[src/rtl/dma2d_pkg.sv]
package dma2d_pkg;
  localparam int AW         = 32;
  localparam int CW         = 16;
  localparam int LW         = 9;
  localparam int UNIT_BYTES = 64;
  localparam int ALIGN_BITS = 3;

  typedef enum logic [1:0] {
    SEL_START  = 2'd0,
    SEL_COUNTS = 2'd1,
    SEL_STRIDE = 2'd2
  } word_sel_e;

  typedef struct packed {
    logic [AW-1:0] start;
    logic [CW-1:0] lines;
    logic [CW-1:0] bytes;
    logic [CW-1:0] stride;
  } desc_t;

  // burst size in bytes for a direction and size code
  function automatic logic [LW-1:0] burst_bytes(input logic [1:0] code, input logic rx);
    if (rx) return LW'(UNIT_BYTES);
    case (code)
      2'b01:   return LW'(2 * UNIT_BYTES);
      2'b11:   return LW'(4 * UNIT_BYTES);
      default: return LW'(UNIT_BYTES);
    endcase
  endfunction

  // length of the next burst given bytes left in the line
  function automatic logic [LW-1:0] chunk_len(input logic [CW-1:0] remaining,
                                              input logic [LW-1:0] cap);
    if (remaining < CW'(cap)) return LW'(remaining);
    return cap;
  endfunction

  function automatic logic [AW-1:0] align_addr(input logic [AW-1:0] a);
    return {a[AW-1:ALIGN_BITS], {ALIGN_BITS{1'b0}}};
  endfunction

  function automatic logic [CW-1:0] align_stride(input logic [CW-1:0] s);
    return {s[CW-1:ALIGN_BITS], {ALIGN_BITS{1'b0}}};
  endfunction
endpackage

[src/rtl/dma2d_desc_queue.sv]
module dma2d_desc_queue
  import dma2d_pkg::*;
#(
  parameter int DEPTH = 2
) (
  input  logic          clk,
  input  logic          rst_n,
  input  logic          wr_en,
  input  logic [1:0]    wr_sel,
  input  logic [AW-1:0] wr_data,
  input  logic          pop,
  output desc_t         head,
  output logic          head_valid,
  output logic          full,
  output logic          reject,
  output logic          load_evt,
  output logic          from_idle,
  output desc_t         load_desc
);
  localparam int CNT_W = $clog2(DEPTH + 1);

  logic [AW-1:0]    stg_start;
  logic [CW-1:0]    stg_lines;
  logic [CW-1:0]    stg_bytes;
  desc_t            slot [DEPTH];
  logic [CNT_W-1:0] cnt;
  logic [CNT_W-1:0] cnt_after_pop;
  logic             wr_ok;
  logic             stride_wr;
  logic             zero_count;
  logic             commit_ok;
  desc_t            incoming;

  always_comb begin
    full          = (cnt == CNT_W'(DEPTH));
    wr_ok         = wr_en && !full;
    stride_wr     = wr_ok && (wr_sel == SEL_STRIDE);
    zero_count    = (stg_lines == '0) || (stg_bytes == '0);
    commit_ok     = stride_wr && !zero_count;
    reject        = (wr_en && full) || (stride_wr && zero_count);
    cnt_after_pop = cnt - CNT_W'(pop);
    incoming      = '{start: stg_start, lines: stg_lines, bytes: stg_bytes,
                      stride: align_stride(wr_data[CW-1:0])};
    from_idle     = commit_ok && (cnt == '0);
    load_evt      = (commit_ok && (cnt_after_pop == '0)) || (pop && (cnt > CNT_W'(1)));
    load_desc     = (pop && (cnt > CNT_W'(1))) ? slot[1] : incoming;
    head          = slot[0];
    head_valid    = (cnt != '0);
  end

  always_ff @(posedge clk) begin
    if (!rst_n) begin
      stg_start <= '0;
      stg_lines <= '0;
      stg_bytes <= '0;
      cnt       <= '0;
    end else begin
      if (wr_ok && (wr_sel == SEL_START))  stg_start <= align_addr(wr_data);
      if (wr_ok && (wr_sel == SEL_COUNTS)) begin
        stg_lines <= wr_data[2*CW-1:CW];
        stg_bytes <= wr_data[CW-1:0];
      end
      cnt <= cnt_after_pop + CNT_W'(commit_ok);
    end
  end

  // slot storage: shift on pop, append at the first free slot
  for (genvar i = 0; i < DEPTH; i++) begin : g_slot
    always_ff @(posedge clk) begin
      if (!rst_n) begin
        slot[i] <= '0;
      end else begin
        if (pop) begin
          if (i < DEPTH - 1) slot[i] <= slot[(i < DEPTH - 1) ? i + 1 : i];
        end
        if (commit_ok && (cnt_after_pop == CNT_W'(i))) slot[i] <= incoming;
      end
    end
  end
endmodule

[src/rtl/dma2d_walker.sv]
module dma2d_walker
  import dma2d_pkg::*;
(
  input  logic          clk,
  input  logic          rst_n,
  input  desc_t         head,
  input  logic          head_valid,
  input  logic          load_evt,
  input  desc_t         load_desc,
  input  logic [LW-1:0] cap,
  input  logic          burst_ack,
  output logic [AW-1:0] cur_addr,
  output logic [LW-1:0] cur_len,
  output logic [CW-1:0] cur_line,
  output logic [CW-1:0] cur_byte,
  output logic          pop,
  output logic          eol_evt,
  output logic          eow_evt
);
  logic [AW-1:0] line_base;
  logic [CW-1:0] remaining;
  logic          line_done;
  logic          window_done;
  logic          fire;
  logic [AW-1:0] next_line_base;
  logic          unused_start;

  assign unused_start = ^head.start;

  always_comb begin
    remaining      = head.bytes - cur_byte;
    cur_len        = chunk_len(remaining, cap);
    line_done      = (remaining == CW'(cur_len));
    window_done    = (cur_line == head.lines - CW'(1));
    fire           = head_valid && burst_ack;
    eol_evt        = fire && line_done;
    eow_evt        = eol_evt && window_done;
    pop            = eow_evt;
    next_line_base = line_base + AW'(head.stride);
  end

  always_ff @(posedge clk) begin
    if (!rst_n) begin
      line_base <= '0;
      cur_addr  <= '0;
      cur_byte  <= '0;
      cur_line  <= '0;
    end else if (load_evt) begin
      line_base <= load_desc.start;
      cur_addr  <= load_desc.start;
      cur_byte  <= '0;
      cur_line  <= '0;
    end else if (fire) begin
      if (!line_done) begin
        cur_addr <= cur_addr + AW'(cur_len);
        cur_byte <= cur_byte + CW'(cur_len);
      end else if (!window_done) begin
        line_base <= next_line_base;
        cur_addr  <= next_line_base;
        cur_byte  <= '0;
        cur_line  <= cur_line + CW'(1);
      end
    end
  end
endmodule

[src/rtl/dma2d_watermark.sv]
module dma2d_watermark #(
  parameter int W = 4
) (
  input  logic         clk,
  input  logic         rst_n,
  input  logic         rx,
  input  logic         active,
  input  logic         start,
  input  logic [W-1:0] blocks,
  output logic [W-1:0] level
);
  always_ff @(posedge clk) begin
    if (!rst_n)                        level <= '0;
    else if (!rx || start)             level <= blocks;
    else if (active && blocks > level) level <= blocks;
  end
endmodule

[src/rtl/dma2d_addr_gen.sv]
module dma2d_addr_gen
  import dma2d_pkg::*;
#(
  parameter int WM_W = 4
) (
  input  logic            clk,
  input  logic            rst_n,
  input  logic            desc_wr_en,
  input  logic [1:0]      desc_wr_sel,
  input  logic [AW-1:0]   desc_wr_data,
  input  logic            dir_rx,
  input  logic [1:0]      rd_size_code,
  input  logic [WM_W-1:0] fifo_blocks,
  input  logic            burst_ack,
  output logic            burst_req,
  output logic [AW-1:0]   burst_addr,
  output logic [LW-1:0]   burst_len,
  output logic [CW-1:0]   cur_line,
  output logic [CW-1:0]   cur_byte,
  output logic            pending,
  output logic            active,
  output logic            eol_pulse,
  output logic            eow_pulse,
  output logic            prog_err,
  output logic [WM_W-1:0] watermark
);
  desc_t         head;
  desc_t         load_desc;
  logic          head_valid;
  logic          reject;
  logic          load_evt;
  logic          from_idle;
  logic          pop;
  logic          eol_evt;
  logic          eow_evt;
  logic [LW-1:0] cap;

  assign cap = burst_bytes(rd_size_code, dir_rx);

  dma2d_desc_queue #(.DEPTH(2)) u_queue (
    .clk       (clk),
    .rst_n     (rst_n),
    .wr_en     (desc_wr_en),
    .wr_sel    (desc_wr_sel),
    .wr_data   (desc_wr_data),
    .pop       (pop),
    .head      (head),
    .head_valid(head_valid),
    .full      (pending),
    .reject    (reject),
    .load_evt  (load_evt),
    .from_idle (from_idle),
    .load_desc (load_desc)
  );

  dma2d_walker u_walker (
    .clk       (clk),
    .rst_n     (rst_n),
    .head      (head),
    .head_valid(head_valid),
    .load_evt  (load_evt),
    .load_desc (load_desc),
    .cap       (cap),
    .burst_ack (burst_ack),
    .cur_addr  (burst_addr),
    .cur_len   (burst_len),
    .cur_line  (cur_line),
    .cur_byte  (cur_byte),
    .pop       (pop),
    .eol_evt   (eol_evt),
    .eow_evt   (eow_evt)
  );

  dma2d_watermark #(.W(WM_W)) u_wm (
    .clk   (clk),
    .rst_n (rst_n),
    .rx    (dir_rx),
    .active(head_valid),
    .start (from_idle),
    .blocks(fifo_blocks),
    .level (watermark)
  );

  assign burst_req = head_valid;
  assign active    = head_valid;

  always_ff @(posedge clk) begin
    if (!rst_n) begin
      eol_pulse <= 1'b0;
      eow_pulse <= 1'b0;
      prog_err  <= 1'b0;
    end else begin
      eol_pulse <= eol_evt;
      eow_pulse <= eow_evt;
      prog_err  <= reject;
    end
  end
endmodule

[config.mk]
export PLATFORM = sky130hd
export DESIGN_NAME = dma2d_addr_gen
export DESIGN_NICKNAME = d
export VERILOG_FILES = /design/src/rtl/dma2d_pkg.sv /design/src/rtl/dma2d_desc_queue.sv /design/src/rtl/dma2d_walker.sv /design/src/rtl/dma2d_watermark.sv /design/src/rtl/dma2d_addr_gen.sv
export SDC_FILE = /design/constraint.sdc
export NUM_CORES = 1
export LEC_CHECK = 0
export BUFFER_PORTS_ARGS = -buffer_cell sky130_fd_sc_hd__clkbuf_2
export CAP_MARGIN = 20
export CORE_UTILIZATION = 66
export DETAILED_ROUTE_END_ITERATION = 10
export GPL_TIMING_DRIVEN = 0
export MAX_ROUTING_LAYER = met4
export PLACE_DENSITY = 0.95
export RECOVER_POWER = 100
export SLEW_MARGIN = 25
export SYNTH_ARGS = -nofsm -noshare
export SYNTH_HDL_FRONTEND = slang
export SYNTH_HIERARCHICAL = 1
export SYNTH_SLANG_ARGS = --single-unit
[constraint.sdc]
create_clock -name clk -period 23.7 [get_ports clk]
set_clock_uncertainty 0.2 [all_clocks]
set_input_delay 1.185 -clock clk [delete_from_list [all_inputs] [get_ports clk]]
set_output_delay 1.185 -clock clk [all_outputs]
set_load 0.01 [all_outputs]
==> results of run 1 <==
==> worst max-delay path, cell delays in order, from the launching register on <==
cell and delay (ns):
edfxtp_1 0.37, inv_1 0.20, ha_1 0.22, inv_1 0.06, fa_1 0.42, a21o_1 0.21, a221oi_1 0.73, o21a_1 0.31
xnor2_1 0.10, ha_1 0.20, a2111oi_0 0.52, a31oi_1 0.33, nand2_1 0.35, nand2_1 0.23, clkbuf_1 0.38, clkbuf_1 0.33
nor3_1 0.61, clkbuf_1 0.26, ha_1 0.22, xor2_1 0.15, nor4_4 0.20, nand4_1 0.18, clkbuf_1 0.35, clkbuf_1 0.33
nand2_1 1.11, clkbuf_1 1.72
==> routing by layer <==
layer  part of all wire, %  global-route usage (%)  vias to the layer above  wire length (microns)
li1                      -                       -                     7014                      -
met1                    39                    50.3                     7138                  19000
met2                    45                    59.3                     1135                  22000
met3                    12                    6.29                      189                   5890
met4                   3.9                    13.6                        0                   1920
met5                     0                       -                        -                      0
==> state kept, by name (all words and copies together), names as in the netlist, 2 cells and up <==
signal / flops
u_queue/slot: 119
u_walker/cur_addr: 32
u_walker/line_base: 32
u_queue/stg_start: 29
u_queue/stg_bytes: 16
u_queue/stg_lines: 16
u_walker/cur_byte: 16
u_walker/cur_line: 16
u_wm/level: 4
u_queue/cnt: 2
==> power by group <==
part / internal (uW) / leakage [uW] / switching, uW
clock network: 290 / 0.000511 / 208
registers: 529 / 0.00258 / 15.9
logic: 53.0 / 0.00421 / 94.6
total: 873 / 0.00730 / 318
==> cell type report <==
cell class	count	area share (%)
plain buffers	112	2.43
clock buffers	39	4.57
clock inverters	17	1.12
inverters	139	2.79
multi-input cells	1391	47.1
flip-flops and latches	285	36.8
well taps	324	2.16
repair buffers	131	2.97
==> per-stage QoR <==
stage	area (sq um)	setup slack [ns]	util (%)	std cells	total power (uW)
finish	18700	12.94	76.3	2438	1190
CTS	18900	15.08	77.1	2438	1190
global route	18700	12.58	76.3	2438	1220
global placement	17800	14.48	72.5	2378	691
detailed placement	17900	15.26	72.8	2382	698
floorplan	16700	16.75	-	1927	650
==> path summary, 6_finish.rpt <==
check | from | to | slack, ns | cells past startpoint
min reg2reg | u_wm/level[1] | u_wm/level[1] | 0.28 | 2
min | u_wm/level[1] | u_wm/level[1] | 0.28 | 2
max reg2reg | u_queue/slot[0][16] | u_queue/slot[1][24] | 12.94 | 25
max | u_queue/slot[0][16] | u_queue/slot[1][24] | 12.94 | 25
==> impl_metrics.py, run 1 <==
metrics = {
    "timing": {
        "rsz0062_at_grt": "no",
        "fmax_ghz": 0.0930,
        "final.setup.tns_ns": 0,
        "setup_violations": 0,
        "post-route-period-util_pct": 45.4,
        "period_needed_ns": 10.76,
        "relSlewSlack_pct": -53.8,
        "holdWs_ns": 0.276,
        "hold_violations": 0,
        "finalMaxSlewViolations": 42,
        "worst_slew_pin_slew_ns": 2.31,
    },
    "drt": {
        "detail-route-antenna-nets": 0,
        "dr.pass1.iters": 8,
        "remaining_drc_errors": 0,
        "vias": 15500,
        "drt_iter0_markers": 2296,
        "detail_route.vias_per_cell": 6.35,
        "routedWlPerCell_microns": 20.0,
        "wirelength_mm": 48.8,
    },
    "logic_synthesis": {
        "syn_inst": 1910,
        "synthesis.area_sq_um": 16700,
        "yosys_warnings": 6,
        "synth_area_per_cell_sq_um": 8.73,
    },
    "global_route": {
        "grtUsageTotal_pct": 38.1,
        "grt_pass1_wl_mm": 76.0,
        "antenna_found_initial": 0,
        "grt_pass1_vias": 14300,
        "grt_max_degree": 42,
        "grt-ovfl-total": 0,
    },
    "floorplanning": {
        "start_util_pct": 68.0,
        "core_sq_um": 24500,
        "die_w_microns": 161,
        "rows": 57,
        "fp.dieH_microns": 161,
        "io_pins": 128,
        "die-area_sq_um": 25900,
    },
    "cts": {
        "clock-sinks": 285,
        "htree_levels": 1,
        "cts_buffers": 30,
        "clk_pin_slew_ns": 0.06,
        "cts_buffer_depth": 3,
        "post_cts_resized": 0,
        "insertion_delay_ns": 0.59,
        "cts_tree": "built",
        "hold_buffers": 0,
        "cts_setup_buffers": 0,
        "clockRootBuffer": "clkbuf_16",
    },
    "pwr": {
        "power_density_nw_per_um2": 63.6,
        "ir_drop_uv": 63.2,
        "p_leak_uw": 0.00730,
    },
    "final_layout": {
        "multi_input_area_sq_um": 8830,
        "area_growth_pct": 12.2,
        "layout_common_cells": "nand2_1 (318), clkbuf_1 (178), dfxtp_1 (166)",
        "fillCellCount": 1678,
        "fin_nets": 2204,
        "seq_area_sq_um": 6900,
        "drive_gt1_share_pct": 8.33,
        "final_common_cell": "nand2_1",
        "antennaDiodeCount": 0,
    },
    "status": {
        "status": "finished, violations left",
        "violations": "capacitance limit, slew limit",
    },
    "worst_setup_path": {
        "worstSetupPathType": "reg2reg",
        "startpoint_type": "flip-flop",
        "crit_required_ns": 23.66,
        "cp-end-kind": "flip-flop",
        "cp_max_fo": 41,
        "critPathArrivalTime_ns": 10.71,
    },
    "flow_run": {
        "cap_violations": 1,
    },
    "place": {
        "port_buffers": 127,
        "gp_congestion": 0.973,
        "dpl.hpwl_mm": 35.5,
    },
    "hold_path": {
        "hp-class": "reg2reg",
    },
}
Power figures use the tool's default switching activity.
==> run 2: changes to the inputs <==
--- a/config.mk
+++ b/config.mk
@@ -7,11 +7,11 @@
 export LEC_CHECK = 0
 export BUFFER_PORTS_ARGS = -buffer_cell sky130_fd_sc_hd__clkbuf_2
 export CAP_MARGIN = 20
-export CORE_UTILIZATION = 66
+export CORE_UTILIZATION = 56
 export DETAILED_ROUTE_END_ITERATION = 10
 export GPL_TIMING_DRIVEN = 0
 export MAX_ROUTING_LAYER = met4
-export PLACE_DENSITY = 0.95
+export PLACE_DENSITY = 0.88
 export RECOVER_POWER = 100
 export SLEW_MARGIN = 25
 export SYNTH_ARGS = -nofsm -noshare
==> constraint.sdc (replaced) <==
create_clock -name clk -period 9.6 [get_ports clk]
set_clock_uncertainty 0.2 [all_clocks]
set_input_delay 0.48 -clock clk [delete_from_list [all_inputs] [get_ports clk]]
set_output_delay 0.48 -clock clk [all_outputs]
set_load 0.01 [all_outputs]
==> impl_metrics.py, run 2 (synthesis results as in run 1) <==
metrics = {
    "timing": {
        "relSlewSlack_pct": 28.2,
        "fmax_ghz": 0.113,
        "holdWs_ns": 0.0184,
        "post-route-period-util_pct": 92.4,
        "worst_slew_pin_slew_ns": 1.08,
        "period_needed_ns": 8.87,
        "setup_violations": 0,
        "finalMaxSlewViolations": 0,
        "rsz0062_at_grt": "no",
        "final.setup.tns_ns": 0,
        "hold_violations": 0,
    },
    "global_route": {
        "antenna_found_initial": 0,
        "grt_max_degree": 47,
        "grt_pass1_vias": 14500,
        "grt_pass1_wl_mm": 75.9,
        "grtUsageTotal_pct": 32.0,
        "grt-ovfl-total": 0,
    },
    "cts": {
        "post_cts_resized": 0,
        "cts_tree": "built",
        "clk_pin_slew_ns": 0.07,
        "cts_buffers": 30,
        "htree_levels": 1,
        "clockRootBuffer": "clkbuf_16",
        "cts_buffer_depth": 3,
        "clock-sinks": 285,
        "insertion_delay_ns": 0.57,
    },
    "place": {
        "place_inst": 2441,
        "placed_cell_area_sq_um": 17900,
        "dpl.hpwl_mm": 35.5,
        "gp_congestion": 0.990,
        "port_buffers": 127,
    },
    "hold_path": {
        "hp-class": "in2reg",
        "hold_path_startpoint": "desc_wr_data[3]",
        "hold_end": "u_queue/stg_start[3]",
        "holdPathStages": 3,
    },
    "final_layout": {
        "finalNonFillerCells": 2529,
        "drive_gt1_share_pct": 8.44,
        "post-route-util_pct": 65.9,
        "area_growth_pct": 14.6,
        "largestRegisters": "u_queue/slot: 119 flops, u_walker/cur_addr: 32 flops, u_walker/line_base: 32 flops",
        "fin_area_sq_um": 19100,
        "fin_nets": 2235,
        "largest_register_ffs": 119,
        "regMostFlops": "u_queue/slot",
        "layout_common_cells": "nand2_1 (317), clkbuf_1 (175), dfxtp_1 (166)",
        "final_common_cell": "nand2_1",
        "antennaDiodeCount": 0,
    },
    "floorplanning": {
        "io_pins": 128,
        "core_sq_um": 29000,
        "start_util_pct": 57.5,
        "die_w_microns": 175,
        "rows": 62,
        "fp.dieH_microns": 175,
        "die-area_sq_um": 30500,
    },
    "worst_setup_path": {
        "worstSetupPathType": "reg2reg",
        "ff2ff_path_depth": 25,
        "slowest_delay_ns": 0.90,
        "cp-end-kind": "flip-flop",
        "cp_top_family": "buffers and inverters",
        "reg2reg_setup_slack_ns": 0.73,
        "r2r-start": "u_queue/slot[0][16]",
        "crit_required_ns": 9.58,
        "critPathBufInv": 8,
        "path_common_cell": "clkbuf_1",
        "startpoint_type": "flip-flop",
        "timing.rr.end": "u_queue/slot[1][25]",
        "critPathSlowestCell": "buf_2",
        "cp_max_fo": 46,
        "critPathArrivalTime_ns": 8.86,
    },
    "drt": {
        "dr.pass1.iters": 6,
        "detail_route.vias_per_cell": 6.00,
        "detail-route-antenna-nets": 0,
        "remaining_drc_errors": 0,
        "drt_iter0_markers": 1683,
        "routedWlPerCell_microns": 19.1,
        "wirelength_mm": 48.3,
        "vias": 15200,
    },
    "pwr": {
        "p_leak_uw": 0.00743,
        "ir_drop_uv": 125,
        "power_density_nw_per_um2": 155,
    },
    "status": {
        "status": "completed",
    },
    "flow_run": {
        "cap_violations": 0,
    },
}
## run 2: cell types whose count changed in the layout (fill, tap and decap cells not counted), sizes merged
cell         change
dlygate4sd3     +32
clkinv           +1
clkbuf           -5
inv              +3
## run 2: timing repair
item | 4_1_cts | 5_1_grt
endpoints found under the hold margin | 51 | 0
buffers inserted | 0 | 0
hold buffers | 32 | 0
## run 2: worst reg2reg max path, stage by stage, from the launching register on
cell and delay (ns):
edfxtp_1 0.36, inv_1 0.16, ha_1 0.22, inv_1 0.06, fa_1 0.40, a21o_1 0.21, a221oi_2 0.43, o21a_1 0.29
xnor2_1 0.10, ha_1 0.20, a2111oi_0 0.45, a31oi_1 0.34, nand2_1 0.36, nand2_1 0.22, clkbuf_1 0.38, clkbuf_1 0.34
nor3_1 0.49, clkbuf_1 0.26, ha_1 0.21, xor2_1 0.13, nor4_1 0.36, nand4_1 0.27, clkbuf_1 0.34, clkbuf_1 0.35
nand2_4 0.42, buf_2 0.91
## run 2: report_power, final
| part | switching (uW) | internal, uW |
|---|---|---|
| Combinational | 233 | 140 |
| Sequential | 38.6 | 1310 |
| Clock | 530 | 706 |
## run 2: layout make-up
class	count	area, sq um
timing repair buffer	162	876
inverter	139	522
clock inverter	21	236
multi-input combinational	1391	8820
buffer	112	457
tap	384	480
clock buffer	35	822
sequential	285	6900
fill	2301	9900
## run 2: worst max-delay path by stage
stage	startpoint	end	slack, ns	depth (start not counted)
2_1_floorplan	u_walker/cur_byte[0]	u_queue/slot[1][10]	2.65	23
3_3_place_gp	u_queue/slot[0][16]	u_queue/slot[1][22]	0.30	24
3_5_place_dp	u_queue/slot[0][16]	u_walker/line_base[16]	1.27	30
4_1_cts	u_queue/slot[0][16]	u_walker/line_base[11]	1.24	30
5_1_grt	u_queue/slot[0][16]	u_walker/cur_addr[15]	0.28	30
6_report	u_queue/slot[0][16]	u_queue/slot[1][25]	0.73	25
## run 2: per-stage QoR
step | total power [uW] | worst slack [ns]
2_1_floorplan | 1610 | 2.65
3_3_place_gp | 1710 | 0.304
3_5_place_dp | 1720 | 1.27
4_1_cts | 2950 | 1.24
5_1_grt | 3050 | 0.280
6_report | 2950 | 0.728
## run 2: layer usage
metal  GRT usage, %  vias to the layer above  routed length (microns)
met4           12.6                        0                     1980
met2           49.4                      901                    21600
li1               -                     7068                        -
met5              -                        -                        0
met1           41.4                     7042                    19700
met3           6.20                      160                     5070
